### src/rtl/spi_hold_gate.sv
module spi_hold_gate #(
  parameter int SYNC_STAGES = 2
) (
  input  logic clk,
  input  logic rst_n,
  input  logic sck,
  input  logic cs_n,
  input  logic hold_n,
  output logic sck_rise_en,
  output logic sck_fall_en,
  output logic so_oe,
  output logic paused
);
  localparam int W = (SYNC_STAGES < 2) ? 2 : SYNC_STAGES;

  logic [W-1:0] sck_p, cs_p, hold_p;
  logic sck_s, cs_s, hold_s;
  logic sck_d, hold_d;
  logic active;
  logic sel, sck_rise, sck_fall, hold_rise, enter, leave;

  always_ff @(posedge clk or negedge rst_n) begin
    if (!rst_n) begin
      sck_p  <= '0;
      cs_p   <= '1;
      hold_p <= '1;
      sck_d  <= 1'b0;
      hold_d <= 1'b1;
    end else begin
      sck_p  <= {sck_p[W-2:0], sck};
      cs_p   <= {cs_p[W-2:0], cs_n};
      hold_p <= {hold_p[W-2:0], hold_n};
      sck_d  <= sck_s;
      hold_d <= hold_s;
    end
  end

  assign sck_s  = sck_p[W-1];
  assign cs_s   = cs_p[W-1];
  assign hold_s = hold_p[W-1];

  assign sel       = ~cs_s;
  assign sck_rise  = sck_s & ~sck_d;
  assign sck_fall  = ~sck_s & sck_d;
  assign hold_rise = hold_s & ~hold_d;

  assign enter = sel & active & ~paused & ~hold_s & ~sck_s;
  assign leave = paused & hold_rise & ~sck_s;

  assign sck_rise_en = sel & sck_rise & ~paused;
  assign sck_fall_en = sel & sck_fall & ~paused & ~enter;
  assign so_oe       = ~cs_n & hold_n & sel & ~paused;

  always_ff @(posedge clk or negedge rst_n) begin
    if (!rst_n) begin
      active <= 1'b0;
      paused <= 1'b0;
    end else if (!sel) begin
      active <= 1'b0;
      paused <= 1'b0;
    end else begin
      if (sck_rise_en) active <= 1'b1;
      if (enter)       paused <= 1'b1;
      else if (leave)  paused <= 1'b0;
    end
  end
endmodule

### config.mk
export PLATFORM = sky130hd
export DESIGN_NAME = spi_hold_gate
export DESIGN_NICKNAME = d
export VERILOG_FILES = /design/src/rtl/spi_hold_gate.sv
export SDC_FILE = /design/constraint.sdc
export NUM_CORES = 1
export LEC_CHECK = 0
export BUFFER_PORTS_ARGS = -buffer_cell sky130_fd_sc_hd__buf_4
export CORE_AREA = 5 5 42 44
export CTS_BUF_LIST = sky130_fd_sc_hd__clkbuf_16
export DETAILED_ROUTE_END_ITERATION = 12
export DIE_AREA = 0 0 47 49
export PLACE_DENSITY = 0.5
export REMOVE_ABC_BUFFERS = 1
export SYNTH_ARGS = -nofsm -noshare
export SYNTH_HDL_FRONTEND = slang
export SYNTH_SLANG_ARGS = --single-unit
### constraint.sdc
create_clock -name clk -period 1.4 [get_ports clk]
set_clock_uncertainty 0.1 [all_clocks]
set_input_delay 0.21 -clock clk [delete_from_list [all_inputs] [get_ports clk]]
set_output_delay 0.21 -clock clk [all_outputs]
set_load 0.01 [all_outputs]
=== Word level (Yosys, flattened, before mapping) ===
Index checks and enable logic that the tools add are counted.

* Bitwise gates (word level): 25
* Mux-type cells: 5
* Reduce and logical (&&, ||, !) cells: 2

{| class="wikitable"
|+ Operators by type and width
! operator !! count
|-
| $and A1 B1 Y1 || 17
|-
| $not A1 Y1 || 8
|-
| $mux W1 || 5
|-
| $reduce_bool A3 Y1 || 1
|-
| $reduce_bool A2 Y1 || 1
|}

* Register bits after elaboration: 10

=== Depth between registers and ports, before layout ===
Gate-level depths: netlist of run 1.

* Word-level depth: 7
* Depth in mapped cells: 2
* Depth with buffers taken out: 2

=== Worst setup path before layout of run 1 ===
OpenSTA, ideal clock, no wires.

* Path kind: flip-flop to output port
* Start: register paused
* End: output port so_oe
* Arrival: 939 ps
* Cell stages (with the launch flop): 2
* Required time: 1090 ps
* Path slack: 151 ps
* Path through: dfrtp_1 nor4b_1

* Cells in the longest elaborated chain, start to end: 2

{| class="wikitable"
|+ Ends and longest elaborated chain
! element !! line !! text
|-
| from (decl) || 12 || <nowiki>output logic paused</nowiki>
|-
| from (signal assigned) || 57 || <nowiki>paused <= 1'b0;</nowiki>
|-
| from (signal assigned) || 60 || <nowiki>paused <= 1'b0;</nowiki>
|-
| from (signal assigned) || 63 || <nowiki>if (enter) paused <= 1'b1;</nowiki>
|-
| $not A1 Y1 || 52 || <nowiki>assign so_oe = ~cs_n & hold_n & sel & ~paused;</nowiki>
|-
| $and A1 B1 Y1 || 52 ||
|-
| to (decl) || 11 || <nowiki>output logic so_oe,</nowiki>
|}

No other way between the ends.

=== Worst setup path in the final report of run 1 ===
* Start: register paused
* End: output port sck_fall_en

* Cells in the longest elaborated chain, start to end: 6

{| class="wikitable"
|+ Ends and longest elaborated chain
! element !! line !! text
|-
| $not A1 Y1 * || 47, 51 ||
|-
| $and A1 B1 Y1 (3 in series) || 47 || <nowiki>assign enter = sel & active & ~paused & ~hold_s & ~sck_s;</nowiki>
|-
| $not A1 Y1 || 51 || <nowiki>assign sck_fall_en = sel & sck_fall & ~paused & ~enter;</nowiki>
|-
| $and A1 B1 Y1 * || 51 ||
|-
| to (decl) || 10 || <nowiki>output logic sck_fall_en,</nowiki>
|}

Every way passes the cells marked *; elsewhere a longest branch is shown, timed or not.

==> metrics, run 1 <==
Sw Ratio between 10% and 20%; GRT overflow 0; H-tree levels 1; CP endpoint kind output port; post-synth top area share 37.9%; Clock power frac 56.2%; area grow syn2layout 84.1%; NetSw approximately 170 uW; prevailing post-synth register cell dfstp_2; Clock Pin Slew Worst Setup and Hold Paths 0.04 ns; combinational share of power ~7.3%; # port buffers 8; DIE WIDTH between 40 and 50 um; via-per-instance ratio 4.44; DRT Pass-1 Iters 4; WS Path Type flop to output port; Worst setup SP type flop; fin cells 59; failing checks negative setup slack; PwrDens ~1400 mW/mm^2; yosys synthesis warning count 0; setup violators final 3; via count approximately 260; global-route wire length before repair 1.27 mm; Tot Pwr slightly below 900 uW; Internal Dissipation around 720 uW; total track usage under 10%; Worst VDD drop roughly 0.75 mV; routed len/inst roughly 14 um; # diodes 0; Synth Area per Inst 15.8 um^2; I/O pin cnt 9; required time worst endpoint roughly 1.1 ns; r2r endpoint paused$_DFFE_PN0P_; Max-slew headroom between 80 and 90%; max_cap viols 0; share of cells above drive strength 1 a little over three fifths; final worst-path setup slack -0.121 ns; slowest library cell on the worst path dfrtp_2; Least-Margin Pin Slew between 0.2 and 0.3 ns; CTS tree built; clk_lat worst skew 0.24 ns; top fanout value on the critical path 3; Worst R2R Path Depth 4; clock root cell clkbuf_16; die height about 50 um; RR Startpoint sck_p[1]$_DFF_PN0_; fmax ~0.66 GHz; clk sink count 10; # DRC 0; pin count of the biggest net entering global routing 11; Num CTS Buffers 3; max-slew violation count 0; #FFs+latches synth 10; RSZ-0062 raised after global routing yes; static leakage 0.274 nW; CP arrival between 1 and 1.5 ns; CP Cell Sequence nor4b_4 > o21a_1 > buf_4; Synth cell types 11; Max Root-Sink Buffers 2; CP Launch Point paused$_DFFE_PN0P_; crit share post-route 109%; slowest stage delay, CP about 0.43 ns; row cnt 14; number of global-route vias before repair about 270; r2r setup slk approximately 0.030 ns; DIE AREA around 0.0023 mm^2; number of DRC markers after the initial detailed-route iteration 3; top post-synthesis cells by area dfstp_2 38%, dfrtp_1 36%, nor4b_1 7.6%; Mapped Area approximately 350 um^2; Yosys top cell by area dfstp_2; Inst Count DP 46; fin crit period approximately 1.5 ns; global placement routability congestion about 0.67; sequential power share between 30% and 40%; HP Class input pin to async pin; final WL 817 um; Post-synth ARST share 100%; Post-DRT Antenna Nets 0; initial antenna violation count 0; Starting Density about 25%; number of synthesized flops with an enable pin 0; outcome finished, violations left; nets@finish 49; top post-synthesis cells by count 5 x dfrtp_1, 5 x dfstp_2, 3 x nor4b_1; cells after synthesis 22; Final Hold Vio Count 0; post-synthesis sequential area ratio about three quarters; total core area approximately 0.0014 mm^2
==> worst max-delay path: cells and delay by family, from the launching register on <==
| kind | cells | cell delay (ns) |
|---|---|---|
| AOI/OAI and AO/OA | 1 | 0.16 |
| DFF | 1 | 0.43 |
| and+or+nand+nor | 1 | 0.27 |
| buffers and inverters | 1 | 0.11 |
==> worst max-delay path by stage <==
stage	end	slack [ns]
detailed placement	sck_fall_en	0.07
finish	sck_fall_en	-0.12
global placement	sck_fall_en	0.12
floorplan	so_oe	0.15
global route	sck_fall_en	-0.20
CTS	sck_fall_en	-0.10
==> power groups by stage <==
| stage | logic, mW | clock network [mW] | registers (mW) |
|---|---|---|---|
| floorplan | 0.0145 | 0 | 0.322 |
| global placement | 0.0356 | 0 | 0.324 |
| detailed placement | 0.0369 | 0 | 0.325 |
| CTS | 0.0561 | 0.515 | 0.322 |
| global route | 0.0710 | 0.535 | 0.326 |
| finish | 0.0647 | 0.500 | 0.325 |
==> layout by cell type, fill, tap and decap left out <==
cell type,Yosys,final
a2111oi_4,0,1
a21oi_1,1,1
buf_4,0,13
clkbuf_16,0,3
dfrtp_1,5,4
dfrtp_2,0,1
dfstp_2,5,5
dlygate4sd3_1,0,4
inv_1,2,3
nand2b_1,1,1
nor2b_1,1,1
nor3b_2,0,1
nor4b_2,0,1
nor4b_4,0,2
o21a_1,1,1
or3b_1,1,1
==> repair_timing <==
item,CTS,global route
resized for setup,4,4
endpoints found under the setup margin,3,4
buffers inserted,4,1
hold endpoints to repair,13,0
hold buffers,4,0
pin swaps,1,2
==> logic make-up after synthesis <==
family	share of synthesized area, %
flip-flops	74.0
AO/OA/AOI/OAI	7.94
AND/OR/NAND/NOR	15.9
buffers and inverters	2.17
==> state kept, by name, summed over array words and instances, names as in the netlist <==
name	flops
hold_p	2
paused	1
sck_d	1
active	1
sck_p	2
hold_d	1
cs_p	2
==> cell type report <==
cell class | instances | area (um^2)
fillers | 137 | 763
flip-flops and latches | 10 | 258
repair buffers | 17 | 138
multi-input cells | 10 | 136
clock buffers | 3 | 75.1
well taps | 16 | 20.0
inverters | 2 | 7.51
clock inverters | 1 | 3.75
==> routing by layer <==
layer,up-vias,routed length (um),GRT usage (%)
met5,-,0,0
met4,0,29,6.91
met3,3,60,4.43
met2,10,420,11.3
met1,131,306,9.05
li1,118,-,-
==> metrics by stage <==
| step | TNS, ns | hold WS (ns) | cell area (um^2) | util (%) | setup WS [ns] |
|---|---|---|---|---|---|
| 2_1_floorplan | 0 | -0.186 | 347 | - | 0.151 |
| 3_3_place_gp | 0 | -0.0619 | 427 | 30.4 | 0.117 |
| 3_5_place_dp | 0 | -0.0548 | 427 | 30.4 | 0.0678 |
| 4_1_cts | -0.101 | 0.237 | 596 | 42.5 | -0.101 |
| 5_1_grt | -0.499 | 0.254 | 638 | 45.5 | -0.205 |
| 6_report | -0.313 | 0.237 | 638 | 45.5 | -0.121 |
Power figures use the tool's default switching activity.
==> run 2: changes to the inputs <==
Settings changed: CTS_BUF_LIST sky130_fd_sc_hd__clkbuf_16 to unset.
==> metrics, run 2 (synthesis results as in run 1) <==
top fanout value on the critical path 5; via count between 200 and 250; Final Hold Vio Count 0; initial antenna violation count 0; Worst VDD drop 0.523 mV; Max-slew headroom 83.1%; most frequent cells in the layout 12 x buf_4, 5 x dfstp_2, 4 x dfrtp_1, 4 x dlygate4sd3_1, 3 x clkbuf_4; total core area 0.00140 mm^2; CP Cell Sequence nor4b_2 > o21a_1 > buf_4; Least-Margin Pin Slew 0.249 ns; Clock Pin Slew Worst Setup and Hold Paths 0.07 ns; number of DRC markers after the initial detailed-route iteration 4; HP Class input pin to async pin; Tot Pwr roughly 580 uW; # diodes 0; pin count of the biggest net entering global routing 11; DIE AREA approximately 0.0023 mm^2; Post-DRT Antenna Nets 0; Num CTS Buffers 3; # port buffers 8; fin cells between 50 and 60; PwrDens around 1100 mW/mm^2; global-route wire length before repair around 1.2 mm; fmax ~0.65 GHz; most common cell after layout, fill and taps aside buf_4; H-tree levels 1; final WL 673 um; CP bufs+invs 1; DRT Pass-1 Iters 3; Max Root-Sink Buffers 2; CP endpoint kind output port; number of global-route vias before repair between 200 and 300; share of cells above drive strength 1 57.1%; CTS tree built; DIE WIDTH about 47 um; slowest stage delay, CP ~0.45 ns; clk_lat worst skew between 0.2 and 0.3 ns; Area after DPL about 430 um^2; failing checks negative setup slack; fin crit period ~1.5 ns; final worst-path setup slack -0.136 ns; Inst Count DP 46; Starting Density 24.7%; Worst setup SP type flop; area grow syn2layout 54.9%; WS Path Type flop to output port; final instance area between 500 and 600 um^2; RSZ-0062 raised after global routing yes; # DRC 0; nets@finish 48; required time worst endpoint 1.09 ns; routed len/inst 11.6 um; slowest library cell on the worst path dfrtp_2; static leakage between 0.2 and 0.25 nW; clk sink count 10; die height ~50 um; setup violators final 2; crit share post-route 110%; total track usage between 7 and 8%; Top Family by Delay on Critical Path flip-flops; I/O pin cnt 9; GRT overflow 0; max-slew violation count 0; clock root cell clkbuf_4; CP arrival ~1.2 ns; max_cap viols 0; largest registers cs_p x2, hold_p x2, sck_p x2; global placement routability congestion ~0.67; row cnt 14; via-per-instance ratio 4.29; outcome finished, violations left
-- run 2: cell count changes in the layout (fill, tap and decap cells not counted) --
cell	delta
buf_4	-1
clkbuf_4	+3
clkbuf_16	-3
clkbuf_1	+1
a2111oi_4	-1
nor3b_1	+1
a2111oi_2	+1
nor4b_2	+1
nor4b_4	-2
nor3b_2	-1
inv_1	-1
nor4b_1	+1
-- run 2: final timing paths --
check / start / to / slack [ns] / depth (start not counted)
setup / recovery: paused$_DFFE_PN0P_ / sck_fall_en / -0.14 / 3
hold / removal: rst_n / paused$_DFFE_PN0P_ / 0.20 / 2
setup reg to reg: sck_p[1]$_DFF_PN0_ / paused$_DFFE_PN0P_ / 0.12 / 4
hold reg to reg: cs_p[0]$_DFF_PN1_ / cs_p[1]$_DFF_PN1_ / 0.25 / 0
max in group asynchronous: rst_n / hold_p[1]$_DFF_PN1_ / 0.77 / 2
min in group clk: cs_p[0]$_DFF_PN1_ / cs_p[1]$_DFF_PN1_ / 0.25 / 0
-- run 2: worst reg2reg max path, delay by kind of cell, from the launching register on --
kind | cells | cell delay (ns)
buffers and inverters | 2 | 0.27
and+or+nand+nor | 1 | 0.14
AOI/OAI and AO/OA | 1 | 0.27
DFF | 1 | 0.39
-- run 2: report_power, final --
group	internal, mW	leakage [nW]	switching (mW)
sequential	0.309	0.113	0.00982
combinational	0.0347	0.100	0.0209
clock	0.110	0.0150	0.0956
-- run 2: area by class of cell --
| cell class | count | area, um^2 |
|---|---|---|
| clock buffer | 4 | 26.3 |
| fill | 147 | 865 |
| inverter | 2 | 7.51 |
| multi-input combinational | 10 | 95.1 |
| sequential | 10 | 258 |
| tap | 16 | 20.0 |
| timing repair buffer | 16 | 130 |
-- run 2: repair_timing --
item | 4_1_cts | 5_1_grt
buffers inserted | 4 | 0
gates resized for setup | 2 | 1
hold buffers | 4 | 0
pin swaps | 0 | 2
endpoints found under the hold margin | 13 | 0
setup endpoints to repair | 3 | 4
-- run 2: per-layer routing --
layer | GRT usage, % | vias to the layer above | wire length (um)
met5 | 0 | - | 0
met2 | 10.2 | 9 | 319
met3 | 3.32 | 2 | 41
met1 | 8.60 | 121 | 289
met4 | 5.53 | 0 | 22
li1 | - | 117 | -
-- run 2: through the flow --
| step | utilization [%] | setup slack [ns] | hold WS [ns] | TNS (ns) |
|---|---|---|---|---|
| after floorplan | - | 0.151 | -0.186 | 0 |
| after global placement | 30.4 | 0.117 | -0.0619 | 0 |
| after detailed placement | 30.4 | 0.0678 | -0.0548 | 0 |
| after CTS | 37.9 | -0.131 | 0.196 | -0.284 |
| after global routing | 38.3 | -0.202 | 0.223 | -0.418 |
| final | 38.3 | -0.136 | 0.198 | -0.196 |
==> run 3: changes to the inputs <==
Settings changed: ABC_AREA set to 1, PLACE_DENSITY 0.5 to 0.51.
==> metrics, run 3 <==
outcome finished, violations left; failing checks negative setup slack; # DRC 0; top post-synthesis cells by area dfstp_2 37%, dfrtp_1 35%, inv_1 6.4%; simple logic cell fraction of the synthesized area 19.8%; Tot Pwr ~620 uW; Yosys top cell by area dfstp_2; largest registers cs_p x2, hold_p x2, sck_p x2; post-synth top area share between 30 and 40%; total core area about 0.0014 mm^2; # diodes 0; post-synthesis mux area share 0%; Mapped Area approximately 350 um^2; # port buffers 8; Starting Density roughly 25%; prevailing post-synth register cell dfstp_2; area fraction in compound gates after synthesis 1.41%; pin count of the biggest net entering global routing 11; GRT overflow 0; yosys synthesis warning count 0; DIE WIDTH about 47 um; CP arrival around 1.1 ns; RR Startpoint hold_p[1]$_DFF_PN1_; cells after synthesis 31; area grow syn2layout 54.4%; Synth Area per Inst around 11 um^2; clk sink count 10; Max Root-Sink Buffers 2; top fanout value on the critical path 4; CP Launch Point cs_p[1]$_DFF_PN1_; number of synthesized flops with an enable pin 0; PwrDens about 1100 mW/mm^2; Post-DRT Antenna Nets 0; static leakage ~0.27 nW; fin crit period around 1.4 ns; Worst R2R Path Depth 4; required time worst endpoint around 1.1 ns; row cnt 14; H-tree levels 1; Adder-Cell Fraction of Synth Area 0%; setup violators final 1; fin cells between 60 and 70; max-slew violation count 0; HP Class input pin to async pin; #FFs+latches synth 10; Clock Pin Slew Worst Setup and Hold Paths about 0.060 ns; I/O pin cnt 9; most common cell after layout, fill and taps aside buf_4; r2r setup slk approximately 0.35 ns; share of cells above drive strength 1 between 50% and 60%; Num CTS Buffers 3; via-per-instance ratio approximately 4; Max-slew headroom 90.5%; clock root cell clkbuf_4; Worst setup SP type flop; via count 263; nets@finish 56; die height 49 um; WS Path Type flop to output port; r2r endpoint paused$_DFFE_PN0P_; DRT Pass-1 Iters 1; fmax about 0.71 GHz; number of DRC markers after the initial detailed-route iteration 0; global-route wire length before repair 1.03 mm; clk_lat worst skew 0.25 ns; global placement routability congestion 0.660; Post-synth ARST share 100%; initial antenna violation count 0; main combinational cell family by area after synthesis simple AND/OR/NAND/NOR gates; number of global-route vias before repair ~250; Final HPWL DP 433 um; Worst VDD drop 0.549 mV; Least-Margin Pin Slew 0.141 ns; post-synthesis sequential area ratio between 70% and 80%; top-count cell post-synth inv_1; Synth cell types 10; Final Hold Vio Count 0; final WL 582 um; total track usage approximately 6.5%; Inst Count DP 55; xor/xnor share of the synthesized area 0%; routed len/inst ~9 um; most frequent cells in the layout 10 x buf_4, 5 x inv_1, 5 x dfrtp_1, 5 x dfstp_2; max_cap viols 0; top post-synthesis cells by count 6 x inv_1, 5 x dfrtp_1, 5 x dfstp_2, 5 x nor2_1, 4 x nand2_1; crit share post-route 100%; DIE AREA approximately 0.0023 mm^2; RSZ-0062 raised after global routing yes; Fin Hold WS roughly 0.21 ns; CTS tree built; final worst-path setup slack -0.000968 ns; CP endpoint kind output port
## run 3: changes by cell type in the layout (fill, tap and decap cells not counted), moves of 2 or more
cell	delta
inv_1	+3
nand2_1	+3
nor2_1	+4
buf_4	-2
nor4b_2	-2
nand3_1	+2
## run 3: worst max-delay path: stages (launching register included)
cell and delay, ns:
dfstp_2 0.55, nor2_4 0.05, nand3_2 0.06, nor2_1 0.04, buf_4 0.14
## run 3: cell families after synthesis
family                 Yosys count
and+or+nand+nor                 14
DFF                             10
buffers and inverters            6
AOI/OAI and AO/OA                1
## run 3: per-layer routing
layer	global-route usage (%)	share of wire [%]
met5	0	0
met4	5.53	0
met3	2.21	5.8
met2	9.28	55
met1	7.27	39
## run 3: through the flow
stage / setup TNS, ns / cell area, um^2 / setup WS, ns / utilization, %
final: -0.000968 / 547 / -0.000968 / 39.0
after global routing: -0.245 / 547 / -0.101 / 39.0
after CTS: -0.0673 / 532 / -0.0357 / 37.9
after detailed placement: 0 / 434 / 0.239 / 31.0
after global placement: 0 / 434 / 0.258 / 31.0
after floorplan: 0 / 354 / 0.297 / -
## run 3: worst max path at each step
stage | slack [ns] | cells after the start | endpoint
6_report | -0.001 | 4 | sck_fall_en
3_3_place_gp | 0.26 | 4 | sck_fall_en
5_1_grt | -0.10 | 4 | so_oe
4_1_cts | -0.04 | 4 | sck_fall_en
2_1_floorplan | 0.30 | 3 | sck_fall_en
3_5_place_dp | 0.24 | 4 | sck_rise_en
## run 3: timing repair
item	in CTS	in global routing
endpoints found under the setup margin	3	3
resized for setup	2	3
endpoints found under the hold margin	13	0
hold buffers	4	0
pin swaps	1	2
buffers inserted	2	1
## run 3: power breakdown
part	internal, mW	leakage (nW)	switching (mW)
Clock	0.157	0.0210	0.0869
Combinational	0.0331	0.134	0.0265
Sequential	0.310	0.114	0.00918
Total	0.500	0.270	0.123
## run 3: cell type report
type	instances	area, um^2
Tap cell	16	20.0
Fill cell	154	855
Timing Repair Buffer	15	126
Clock buffer	4	36.3
Inverter	6	22.5
Sequential cell	10	256
Multi-Input combinational cell	15	85.1
